File: src/rtl/coll_pkg.sv
package coll_pkg;

    typedef enum logic [1:0] {
        ST_IDLE  = 2'd0,
        ST_COUNT = 2'd1,
        ST_ABORT = 2'd2
    } coll_state_e;

endpackage

File: src/rtl/coll_fsm.sv
module coll_fsm
    import coll_pkg::*;
(
    input  logic clk,
    input  logic rst_n,
    input  logic tx_start,
    input  logic coll_det,
    input  logic tx_done,
    input  logic cnt_at_max,
    output logic cnt_clear,
    output logic cnt_inc,
    output logic cnt_wrap,
    output logic abort_pulse
);

    coll_state_e state_q;
    coll_state_e state_d;
    logic        abort_q;

    // State register and registered abort
    always_ff @(posedge clk) begin
        if (!rst_n) begin
            state_q <= ST_IDLE;
            abort_q <= 1'b0;
        end else begin
            state_q <= state_d;
            abort_q <= cnt_wrap;
        end
    end

    // Next-state selection; start has priority over everything
    always_comb begin
        state_d = state_q;
        if (tx_start) begin
            state_d = ST_COUNT;
        end else begin
            unique case (state_q)
                ST_IDLE: state_d = ST_IDLE;
                ST_COUNT: begin
                    if (tx_done)
                        state_d = ST_IDLE;
                    else if (cnt_wrap)
                        state_d = ST_ABORT;
                end
                ST_ABORT: begin
                    if (tx_done)
                        state_d = ST_IDLE;
                end
                default: state_d = ST_IDLE;
            endcase
        end
    end

    // Output decode
    always_comb begin
        cnt_clear   = tx_start;
        cnt_inc     = (state_q == ST_COUNT) && coll_det && !tx_start;
        cnt_wrap    = cnt_inc && cnt_at_max;
        abort_pulse = abort_q;
    end

    AST_ABORT_SINGLE: assert property (@(posedge clk) disable iff (!rst_n)
        abort_pulse |=> !abort_pulse);

    AST_ABORT_QUIET: assert property (@(posedge clk) disable iff (!rst_n)
        (state_q == ST_ABORT) && !tx_start |=> !abort_pulse);

    AST_START_ENTERS_COUNT: assert property (@(posedge clk) disable iff (!rst_n)
        tx_start |=> (state_q == ST_COUNT));

    AST_DONE_LEAVES: assert property (@(posedge clk) disable iff (!rst_n)
        tx_done && !tx_start |=> (state_q == ST_IDLE));

endmodule

File: src/rtl/coll_counter.sv
module coll_counter #(
    parameter int CNT_W = 4
) (
    input  logic             clk,
    input  logic             rst_n,
    input  logic             cnt_clear,
    input  logic             cnt_inc,
    input  logic             cnt_wrap,
    output logic [CNT_W-1:0] count,
    output logic             cnt_at_max
);

    localparam logic [CNT_W-1:0] CNT_TOP = {CNT_W{1'b1}};
    localparam logic [CNT_W-1:0] CNT_ONE = {{(CNT_W-1){1'b0}}, 1'b1};

    logic [CNT_W-1:0] count_q;

    always_ff @(posedge clk) begin
        if (!rst_n)
            count_q <= '0;
        else if (cnt_clear || cnt_wrap)
            count_q <= '0;
        else if (cnt_inc)
            count_q <= count_q + CNT_ONE;
    end

    always_comb begin
        count      = count_q;
        cnt_at_max = (count_q == CNT_TOP);
    end

    AST_CLEAR_ON_START: assert property (@(posedge clk) disable iff (!rst_n)
        cnt_clear |=> (count == '0));

    AST_STEP_BY_ONE: assert property (@(posedge clk) disable iff (!rst_n)
        cnt_inc && !cnt_clear && (count != CNT_TOP) |=> (count == $past(count) + CNT_ONE));

    AST_WRAP_TO_ZERO: assert property (@(posedge clk) disable iff (!rst_n)
        cnt_wrap |=> (count == '0));

    AST_HOLD_WITHOUT_EVENT: assert property (@(posedge clk) disable iff (!rst_n)
        !cnt_clear && !cnt_inc |=> $stable(count));

endmodule

File: src/rtl/coll_readback.sv
module coll_readback #(
    parameter int CNT_W = 4,
    parameter int REG_W = 8
) (
    input  logic [CNT_W-1:0] count,
    output logic [REG_W-1:0] rd_data
);

    localparam int PAD_W = REG_W - CNT_W;

    generate
        if (PAD_W > 0) begin : g_pad
            assign rd_data = {{PAD_W{1'b0}}, count};
        end else begin : g_nopad
            assign rd_data = count[REG_W-1:0];
        end
    endgenerate

endmodule

File: src/rtl/coll_tx_counter.sv
module coll_tx_counter #(
    parameter int CNT_W = 4,
    parameter int REG_W = 8
) (
    input  logic             clk,
    input  logic             rst_n,
    input  logic             tx_start,
    input  logic             coll_det,
    input  logic             tx_done,
    input  logic             host_wr,
    input  logic [REG_W-1:0] host_wr_data,
    output logic [REG_W-1:0] rd_data,
    output logic             abort_pulse
);

    logic             cnt_clear;
    logic             cnt_inc;
    logic             cnt_wrap;
    logic             cnt_at_max;
    logic [CNT_W-1:0] count;

    coll_fsm u_fsm (
        .clk         (clk),
        .rst_n       (rst_n),
        .tx_start    (tx_start),
        .coll_det    (coll_det),
        .tx_done     (tx_done),
        .cnt_at_max  (cnt_at_max),
        .cnt_clear   (cnt_clear),
        .cnt_inc     (cnt_inc),
        .cnt_wrap    (cnt_wrap),
        .abort_pulse (abort_pulse)
    );

    coll_counter #(.CNT_W(CNT_W)) u_cnt (
        .clk        (clk),
        .rst_n      (rst_n),
        .cnt_clear  (cnt_clear),
        .cnt_inc    (cnt_inc),
        .cnt_wrap   (cnt_wrap),
        .count      (count),
        .cnt_at_max (cnt_at_max)
    );

    coll_readback #(.CNT_W(CNT_W), .REG_W(REG_W)) u_rb (
        .count   (count),
        .rd_data (rd_data)
    );

    AST_WRITE_INERT: assert property (@(posedge clk) disable iff (!rst_n)
        host_wr && (host_wr_data != rd_data) && !tx_start && !coll_det |=> $stable(rd_data));

    AST_ABORT_READS_ZERO: assert property (@(posedge clk) disable iff (!rst_n)
        abort_pulse |-> (rd_data == '0));

    AST_START_COLL_DROPPED: assert property (@(posedge clk) disable iff (!rst_n)
        tx_start && coll_det |=> (rd_data == '0));

endmodule

File: config.mk
export PLATFORM = sky130hd
export DESIGN_NAME = coll_tx_counter
export DESIGN_NICKNAME = d
export VERILOG_FILES = /design/src/rtl/coll_pkg.sv /design/src/rtl/coll_fsm.sv /design/src/rtl/coll_counter.sv /design/src/rtl/coll_readback.sv /design/src/rtl/coll_tx_counter.sv
export SDC_FILE = /design/constraint.sdc
export NUM_CORES = 1
export LEC_CHECK = 0
export ABC_AREA = 0
export BUFFER_PORTS_ARGS = -buffer_cell sky130_fd_sc_hd__buf_2
export CAP_MARGIN = 20
export CORE_AREA = 10 10 47 49
export CTS_CLUSTER_SIZE = 16
export DETAILED_ROUTE_END_ITERATION = 10
export DIE_AREA = 0 0 57 59
export PLACE_DENSITY = 0.52
export RECOVER_POWER = 100
export SETUP_SLACK_MARGIN = 0.5
export SLEW_MARGIN = 20
export SYNTH_ARGS = -nofsm -noshare
export SYNTH_HDL_FRONTEND = slang
export SYNTH_SLANG_ARGS = --single-unit
File: constraint.sdc
create_clock -name clk -period 1.6 [get_ports clk]
set_clock_uncertainty 0.15 [all_clocks]
set_input_delay 0.08 -clock clk [delete_from_list [all_inputs] [get_ports clk]]
set_output_delay 0.08 -clock clk [all_outputs]
set_load 0.05 [all_outputs]
==> results of run 1 <==
-- where the power goes --
part	leakage, nW	internal (mW)	total, mW	switching (mW)
Sequential	0.0602	0.172	0.175	0.00318
Clock	0.0150	0.0952	0.160	0.0650
Combinational	0.103	0.0167	0.0508	0.0341
Total	0.178	0.284	0.386	0.102
-- placed cells by master, fill, tap and decap left out --
cell type and instances:
a22o_1 1, inv_1 1, nand2b_1 2, nor4b_1 1, nor2_2 1, a21o_1 1, buf_2 4, dfxtp_4 4
buf_4 2, nand4_1 1, conb_1 4, nand3_2 1, a21oi_1 5, dfxtp_1 2, a211oi_1 1, dfxtp_2 1
nand3b_1 1, o31ai_2 1, or4_1 1, and4bb_2 1, ha_4 1, clkbuf_4 4, inv_2 1, nand4bb_2 1
clkbuf_1 7, nand2_1 3, nand3_1 2, dlygate4sd3_1 3
-- cell usage after synthesis (all sizes together) --
cell type / n
nand2b: 2
nand3b: 1
nor4b: 1
nand4bb: 1
and4bb: 1
inv: 2
a21o: 1
a22o: 1
a21oi: 5
or4: 1
dfxtp: 7
nand4: 1
nand3: 3
nand2: 3
conb: 1
a211oi: 1
buf: 4
o31ai: 1
ha: 1
nor2: 1
-- state kept, by name, summed over array words and instances (netlist names) --
signal,flops
u_cnt.count,4
u_fsm.abort_pulse,1
u_fsm.state_q,2
-- worst register-to-register path: stages, from the launching register on --
cell       delay, ps
dfxtp_1          320
nand4bb_2        230
or4_1            470
a21oi_1          130
-- final timing paths --
| check | start | end | cells after the start |
|---|---|---|---|
| setup reg to reg | u_fsm.state_q[1]$_SDFFE_PP0P_ | u_cnt.count[3]$_SDFFE_PP0P_ | 3 |
| hold / removal | tx_done | u_fsm.state_q[0]$_SDFFE_PN0P_ | 3 |
| hold reg to reg | u_cnt.count[3]$_SDFFE_PP0P_ | u_cnt.count[3]$_SDFFE_PP0P_ | 2 |
| setup / recovery | u_fsm.state_q[1]$_SDFFE_PP0P_ | u_cnt.count[3]$_SDFFE_PP0P_ | 3 |
-- cell families (layout without fill, tap and decap cells) --
group,after synthesis,in the layout
AO/OA/AOI/OAI,9,9
other,1,4
adder cells (fa/ha/maj),1,1
flip-flops,7,7
buffers and inverters,6,22
AND/OR/NAND/NOR,15,15
-- layer usage --
| layer | track usage [%] | vias to the layer above |
|---|---|---|
| li1 | - | 174 |
| met4 | 2.01 | 0 |
| met5 | 0 | - |
| met1 | 5.14 | 170 |
| met3 | 3.65 | 0 |
| met2 | 10.2 | 10 |
-- cell type report --
cell class              instances  area share (%)
flip-flops and latches          7            30.3
multi-input cells              29            40.8
inverters                       2            1.46
clock buffers                   4            5.10
repair buffers                 16            18.4
well taps                      16            3.88
-- repair_timing --
item	CTS	global route
hold buffers	3	0
buffers inserted	4	0
endpoints found under the setup margin	11	7
pin swaps	8	6
endpoints found under the hold margin	3	0
resized for setup	8	3
-- stage by stage --
step,hold WS [ps],area [um2]
floorplan,2.76,400
global placement,112,435
detailed placement,117,435
CTS,26.2,544
global route,49.0,515
finish,30.7,515
==> results.toml, run 1 <==
[run_status]
outcome = "finished clean"

[timing]
setup_viol_count_final = 0
fin_ws_ps = 224
period_share_pct = 86.0
slew_headroom_pct = 60.3
timing.fmax_ghz = 0.726
final.setup.tns_ps = 0
rsz0062_at_grt = "true"
slew_viol_final = 0
worst_pin_slew_ps = 599
period_minus_slack_ps = 1380
timing.final.hold_violations = 0

[placement]
dp.cells = 63
hpwlAfterDp_um = 626
place_congestion = 0.658
place_ws_ps = 240
port_buffers = 9

[route]
dr_wl_met2_um = 515
drt-met1-wl_um = 383
dr.pass1.iters = 3
viasPerCell = 4.78
drc = 0
wl_met3_um = 71
vias = 354
antenna_left = 0
wirelength_um = 970
drt-wirelength-per-cell_um = 13.1
drt_iter0_drc = 4
top_layer_used = "met3"

[layout]
regArea_um2 = 156
fin_util_pct = 36.8
num-fill-cells = 164
area_growth_pct = 42.1
drive_gt1_share_pct = 37.9
multi_input_area_um2 = 210
layout.cells.non_filler = 74
diodes = 0
layout.nets = 74

[logic_synthesis]
synth_top_family_by_area = "simple AND/OR/NAND/NOR gates"
synth.top_cell.area_share_pct = 38.6
syn_avg_cell_area_um2 = 9.30
synth_adder_area_share_pct = 3.45
yosysSeqAreaShare_pct = 38.6
syn_inst = 39
yosysWarningCount = 0
synth_seq_cells = 7
synth_compound_area_share_pct = 15.5
yosys.area_share.simple_pct = 31.0
yosysTopAreaCell = "dfxtp_1"
ys_types = 20
synth_xor_area_share_pct = 0
synthTopCellsByArea = "dfxtp_1 (39%), buf_4 (8.3%), nand4bb_4 (7.6%)"
muxShareOfSynthArea_pct = 0
syn_area_um2 = 363

[critical_path]
crit_fanout = 4
crit_required_ps = 1630
r2r_slack_ps = 220
critPathTopFamily = "simple AND/OR/NAND/NOR gates"
start_kind = "flop"
cp_num_buf_inv = 0
critPathArrivalTime_ps = 1400
critical_path.cell_chain = "nand4bb_2 -> or4_1 -> a21oi_1"
critPathMaxStageDelay_ps = 470
slowest_stage = "or4_1"
worstSetupPathType = "reg2reg"
end_kind = "flop"

[floorplan]
rows = 14
initial_core_util_pct = 25.9
fp.dieH_um = 59
fp.dieArea_um2 = 3360
pin_count = 23
die_w_um = 57
core_area_um2 = 1400

[grt]
grt_pass1_wl_um = 1550
grt_max_degree = 7
overflow = 0
antenna_found_initial = 0
grt_pass1_vias = 370
grt_use_total_pct = 5.72

[min_path]
hold_class = "in2reg"

[power_and_ir_drop]
leakage_nw = 0.178
power-per-cell-area_nw_per_um2 = 749
p_total_mw = 0.386
ir_worst_vdd_mv = 0.403

[clocking]
root_buffer = "clkbuf_4"
path_clk_slew_ps = 50
clockBufferDepth = 2
cts_sinks = 7
cts_buffers = 3
tritoncts = "yes"
clkLatencyLatePin_ps = 250
htreeDepth = 1

[job]
maxCapViolations = 0
Power figures use the tool's default switching activity.
==> inputs of run 2 (changes only) <==
BUFFER_PORTS_ARGS = default   (was -buffer_cell sky130_fd_sc_hd__buf_2)
DONT_BUFFER_PORTS = 1   (was default)
PLACE_DENSITY = 0.38   (was 0.52)
==> results.toml, run 2 (same netlist as run 1, synthesis figures left out) <==
[clocking]
root_buffer = "clkbuf_4"
tritoncts = "yes"
path_clk_slew_ps = 60
clkLatencyLatePin_ps = 260
clockBufferDepth = 2
htreeDepth = 1
cts_sinks = 7
cts_hold_buffers = 3
cts_buffers = 3

[timing]
timing.fmax_ghz = 0.718
slew_headroom_pct = 57.9
rsz0062_at_grt = "true"
worst_pin_slew_ps = 631
period_share_pct = 87.0
fin_ws_ps = 207
slew_viol_final = 0
final.setup.tns_ps = 0
period_minus_slack_ps = 1390
timing.final.hold_violations = 0
setup_viol_count_final = 0

[critical_path]
r2r_slack_ps = 210
r2r_start = "u_fsm.state_q[1]$_SDFFE_PP0P_"
end_kind = "flop"
worstSetupPathType = "reg2reg"
crit_fanout = 4
rr_endpoint = "u_cnt.count[3]$_SDFFE_PP0P_"
crit_required_ps = 1630
crit_path_start = "u_fsm.state_q[1]$_SDFFE_PP0P_"
start_kind = "flop"
critPathArrivalTime_ps = 1420
r2r_cells = 3

[layout]
most-common-layout-cells = "a21oi_1 (5), conb_1 (4), clkbuf_1 (4)"
largest_reg_flops = 4
layout.nets = 65
drive_gt1_share_pct = 24.5
layout.cells.non_filler = 65
area_growth_pct = 23.1
layout_commonest_cell = "a21oi_1"
diodes = 0

[floorplan]
fp.dieArea_um2 = 3360
die_w_um = 57
pin_count = 23
fp.dieH_um = 59
initial_core_util_pct = 25.9
core_area_um2 = 1400
rows = 14

[power_and_ir_drop]
leakage_nw = 0.147
ir_worst_vdd_mv = 0.422
power-per-cell-area_nw_per_um2 = 862
p_total_mw = 0.385

[job]
maxCapViolations = 0

[grt]
grt_use_total_pct = 5.92
grt_max_degree = 7
grt_pass1_vias = 300
overflow = 0
grt_pass1_wl_um = 1500
antenna_found_initial = 0

[route]
wirelength_um = 917
drc = 0
antenna_left = 0
viasPerCell = 4.75
vias = 309
drt-wirelength-per-cell_um = 14.1
drt_iter0_drc = 4
dr.pass1.iters = 3

[min_path]
hold_class = "in2reg"
whs_path_depth = 3
hold_end = "u_cnt.count[0]$_SDFFE_PP0P_"
hp-start = "coll_det"

[placement]
place_congestion = 0.652
dp.cells = 57
hpwlAfterDp_um = 703
place_ws_ps = 225
port_buffers = 0

[run_status]
outcome = "finished clean"
==> run 2: power by group <==
| group | switching, mW | leakage (nW) | internal [mW] |
|---|---|---|---|
| clock | 0.0751 | 0.0177 | 0.0919 |
| sequential | 0.00248 | 0.0598 | 0.172 |
| combinational | 0.0318 | 0.0691 | 0.0116 |
==> run 2: layer usage <==
| layer | up-vias | share of wire [%] | GRT usage, % |
|---|---|---|---|
| met4 | 0 | 2.1 | 3.02 |
| li1 | 156 | - | - |
| met3 | 4 | 9.3 | 3.86 |
| met1 | 139 | 40 | 5.69 |
| met5 | - | 0 | 0 |
| met2 | 10 | 48 | 9.61 |
==> run 2: how the worst max path moves through the flow <==
stage                                               end  slack [ps]  cells after the start
after floorplan             u_cnt.count[3]$_SDFFE_PP0P_         270                      3
after global placement      u_cnt.count[3]$_SDFFE_PP0P_         250                      3
after detailed placement  u_fsm.state_q[0]$_SDFFE_PN0P_         230                      3
after CTS                   u_cnt.count[3]$_SDFFE_PP0P_         280                      3
after global routing        u_cnt.count[3]$_SDFFE_PP0P_         110                      3
final                       u_cnt.count[3]$_SDFFE_PP0P_         210                      3
==> run 2: what timing repair did <==
item,CTS,global route
setup buffers,1,0
setup endpoints to repair,8,8
pin swaps,4,1
gates resized for setup,2,2
endpoints found under the hold margin,7,3
==> run 2: final cells by class <==
type	instances	area (um2)
clock buffers	3	22.5
clock inverters	1	5.00
fillers	161	955
inverters	2	7.51
multi-input cells	29	193
flip-flops and latches	7	154
well taps	16	20.0
repair buffers	7	45.0
==> run 2: stage by stage <==
stage               hold WS [ps]  util [%]  area [um2]
finish                      44.3      31.9         447
global route                 101      31.9         447
detailed placement          5.00      29.5         413
global placement            7.45      29.5         413
floorplan                   2.76         -         400
CTS                        -56.0      34.3         480
==> run 2: worst max-delay path, stage by stage, from the launching register on <==
cell and delay [ps]:
dfxtp_1 330, nand4bb_1 260, or4_1 450, a21oi_1 130
==> inputs of run 3 (changes only) <==
PLACE_DENSITY = 0.52   (was 0.38)
RECOVER_POWER = 50   (was 100)
==> results.toml, run 3 (same netlist as run 1, synthesis figures left out) <==
[run_status]
outcome = "finished, violations left"
violations = "negative hold slack"

[clocking]
clkLatencyLatePin_ps = 250
path_clk_slew_ps = 50
root_buffer = "clkbuf_4"
htreeDepth = 1
cts_buffers = 3
tritoncts = "yes"
cts_hold_buffers = 2
clockBufferDepth = 2
cts_sinks = 7

[route]
drt_iter0_drc = 0
vias = 339
antenna_left = 0
viasPerCell = 4.84
drc = 0
dr.pass1.iters = 1
wirelength_um = 986
drt-wirelength-per-cell_um = 14.1

[layout]
diodes = 0
most-common-layout-cells = "a21oi_1 (5), buf_4 (5), conb_1 (4), dfxtp_4 (4)"
drive_gt1_share_pct = 44.4
area_growth_pct = 49.3
largest_reg_flops = 4
fin_area_um2 = 542
layout.nets = 70

[power_and_ir_drop]
leakage_nw = 0.188
ir_worst_vdd_mv = 0.362
power-per-cell-area_nw_per_um2 = 714

[placement]
hpwlAfterDp_um = 663
place_congestion = 0.714
placed_area_um2 = 405
port_buffers = 0

[timing]
period_minus_slack_ps = 1420
rsz0062_at_grt = "true"
timing.final.hold_violations = 6
setup_viol_count_final = 0
slew_headroom_pct = 54.8
slew_viol_final = 0
worst_pin_slew_ps = 678
timing.fmax_ghz = 0.706
hold-worst-slack_ps = -191
period_share_pct = 88.6
final.setup.tns_ps = 0

[floorplan]
core_area_um2 = 1400
initial_core_util_pct = 25.9
fp.dieArea_um2 = 3360
pin_count = 23
die_w_um = 57
rows = 14
fp.dieH_um = 59

[min_path]
hold_class = "in2reg"
hp-start = "tx_start"
hold_end = "u_fsm.state_q[0]$_SDFFE_PN0P_"
whs_path_depth = 1

[grt]
antenna_found_initial = 0
grt_pass1_wl_um = 1590
grt_use_total_pct = 5.83
overflow = 0
grt_max_degree = 6
grt_pass1_vias = 361

[critical_path]
start_kind = "flop"
worstSetupPathType = "reg2reg"
critical_path.cell_chain = "clkbuf_1 -> nand3b_1 -> a21oi_1"
r2r_start = "u_cnt.count[0]$_SDFFE_PP0P_"
slowest_stage = "clkbuf_1"
end_kind = "flop"
crit_fanout = 4
r2r_slack_ps = 180
rr_endpoint = "u_cnt.count[0]$_SDFFE_PP0P_"
crit_required_ps = 1580
crit_path_start = "u_cnt.count[0]$_SDFFE_PP0P_"
critPathTopFamily = "buffers and inverters"
r2r_cells = 3
critPathMaxStageDelay_ps = 530
critPathArrivalTime_ps = 1400
cp_num_buf_inv = 1

[job]
maxCapViolations = 0
[run 3: worst max path at each step]
stage                     cells past startpoint  slack, ps                          end
after floorplan                               3        270  u_cnt.count[3]$_SDFFE_PP0P_
after global placement                        3        250  u_cnt.count[3]$_SDFFE_PP0P_
after detailed placement                      3        240  u_cnt.count[3]$_SDFFE_PP0P_
after CTS                                     3        240  u_cnt.count[3]$_SDFFE_PP0P_
after global routing                          3        120  u_cnt.count[0]$_SDFFE_PP0P_
final                                         3        180  u_cnt.count[0]$_SDFFE_PP0P_
[run 3: layout make-up]
type	count	area (um2)
clock buffer	4	26.3
fill	150	860
inverter	2	7.51
multi-input combinational	29	231
sequential	7	158
tap	16	20.0
timing repair buffer	12	98.8
[run 3: routing by layer]
layer  vias up  share of wire, %  GRT usage, %  wire (um)
met5         -                 0             0          0
met4         0               1.4          2.01         14
met3         2                12          4.08        118
met2        14                54          10.4        528
met1       159                33          5.09        324
li1        164                 -             -          -
[run 3: power breakdown]
group          leakage [nW]  total (mW)  internal, mW  switching, mW
Clock                0.0150       0.163        0.0953         0.0677
Combinational         0.112      0.0486        0.0163         0.0324
Sequential           0.0607       0.175         0.172        0.00318
Total                 0.188       0.387         0.283          0.103
[run 3: stage by stage]
stage	util [%]	setup slack, ps	cells	hold WS, ps	total power, mW
floorplan	-	268	42	2.76	0.220
global placement	28.9	246	56	6.00	0.216
detailed placement	28.9	243	56	9.48	0.217
CTS	37.2	241	69	-197	0.392
global route	38.7	119	70	-196	0.405
finish	38.7	183	70	-191	0.387
[run 3: timing repair]
item | CTS | global route
setup endpoints to repair | 8 | 7
endpoints found under the hold margin | 7 | 3
pin swaps | 10 | 2
gates resized for setup | 6 | 5
buffers inserted | 7 | 1
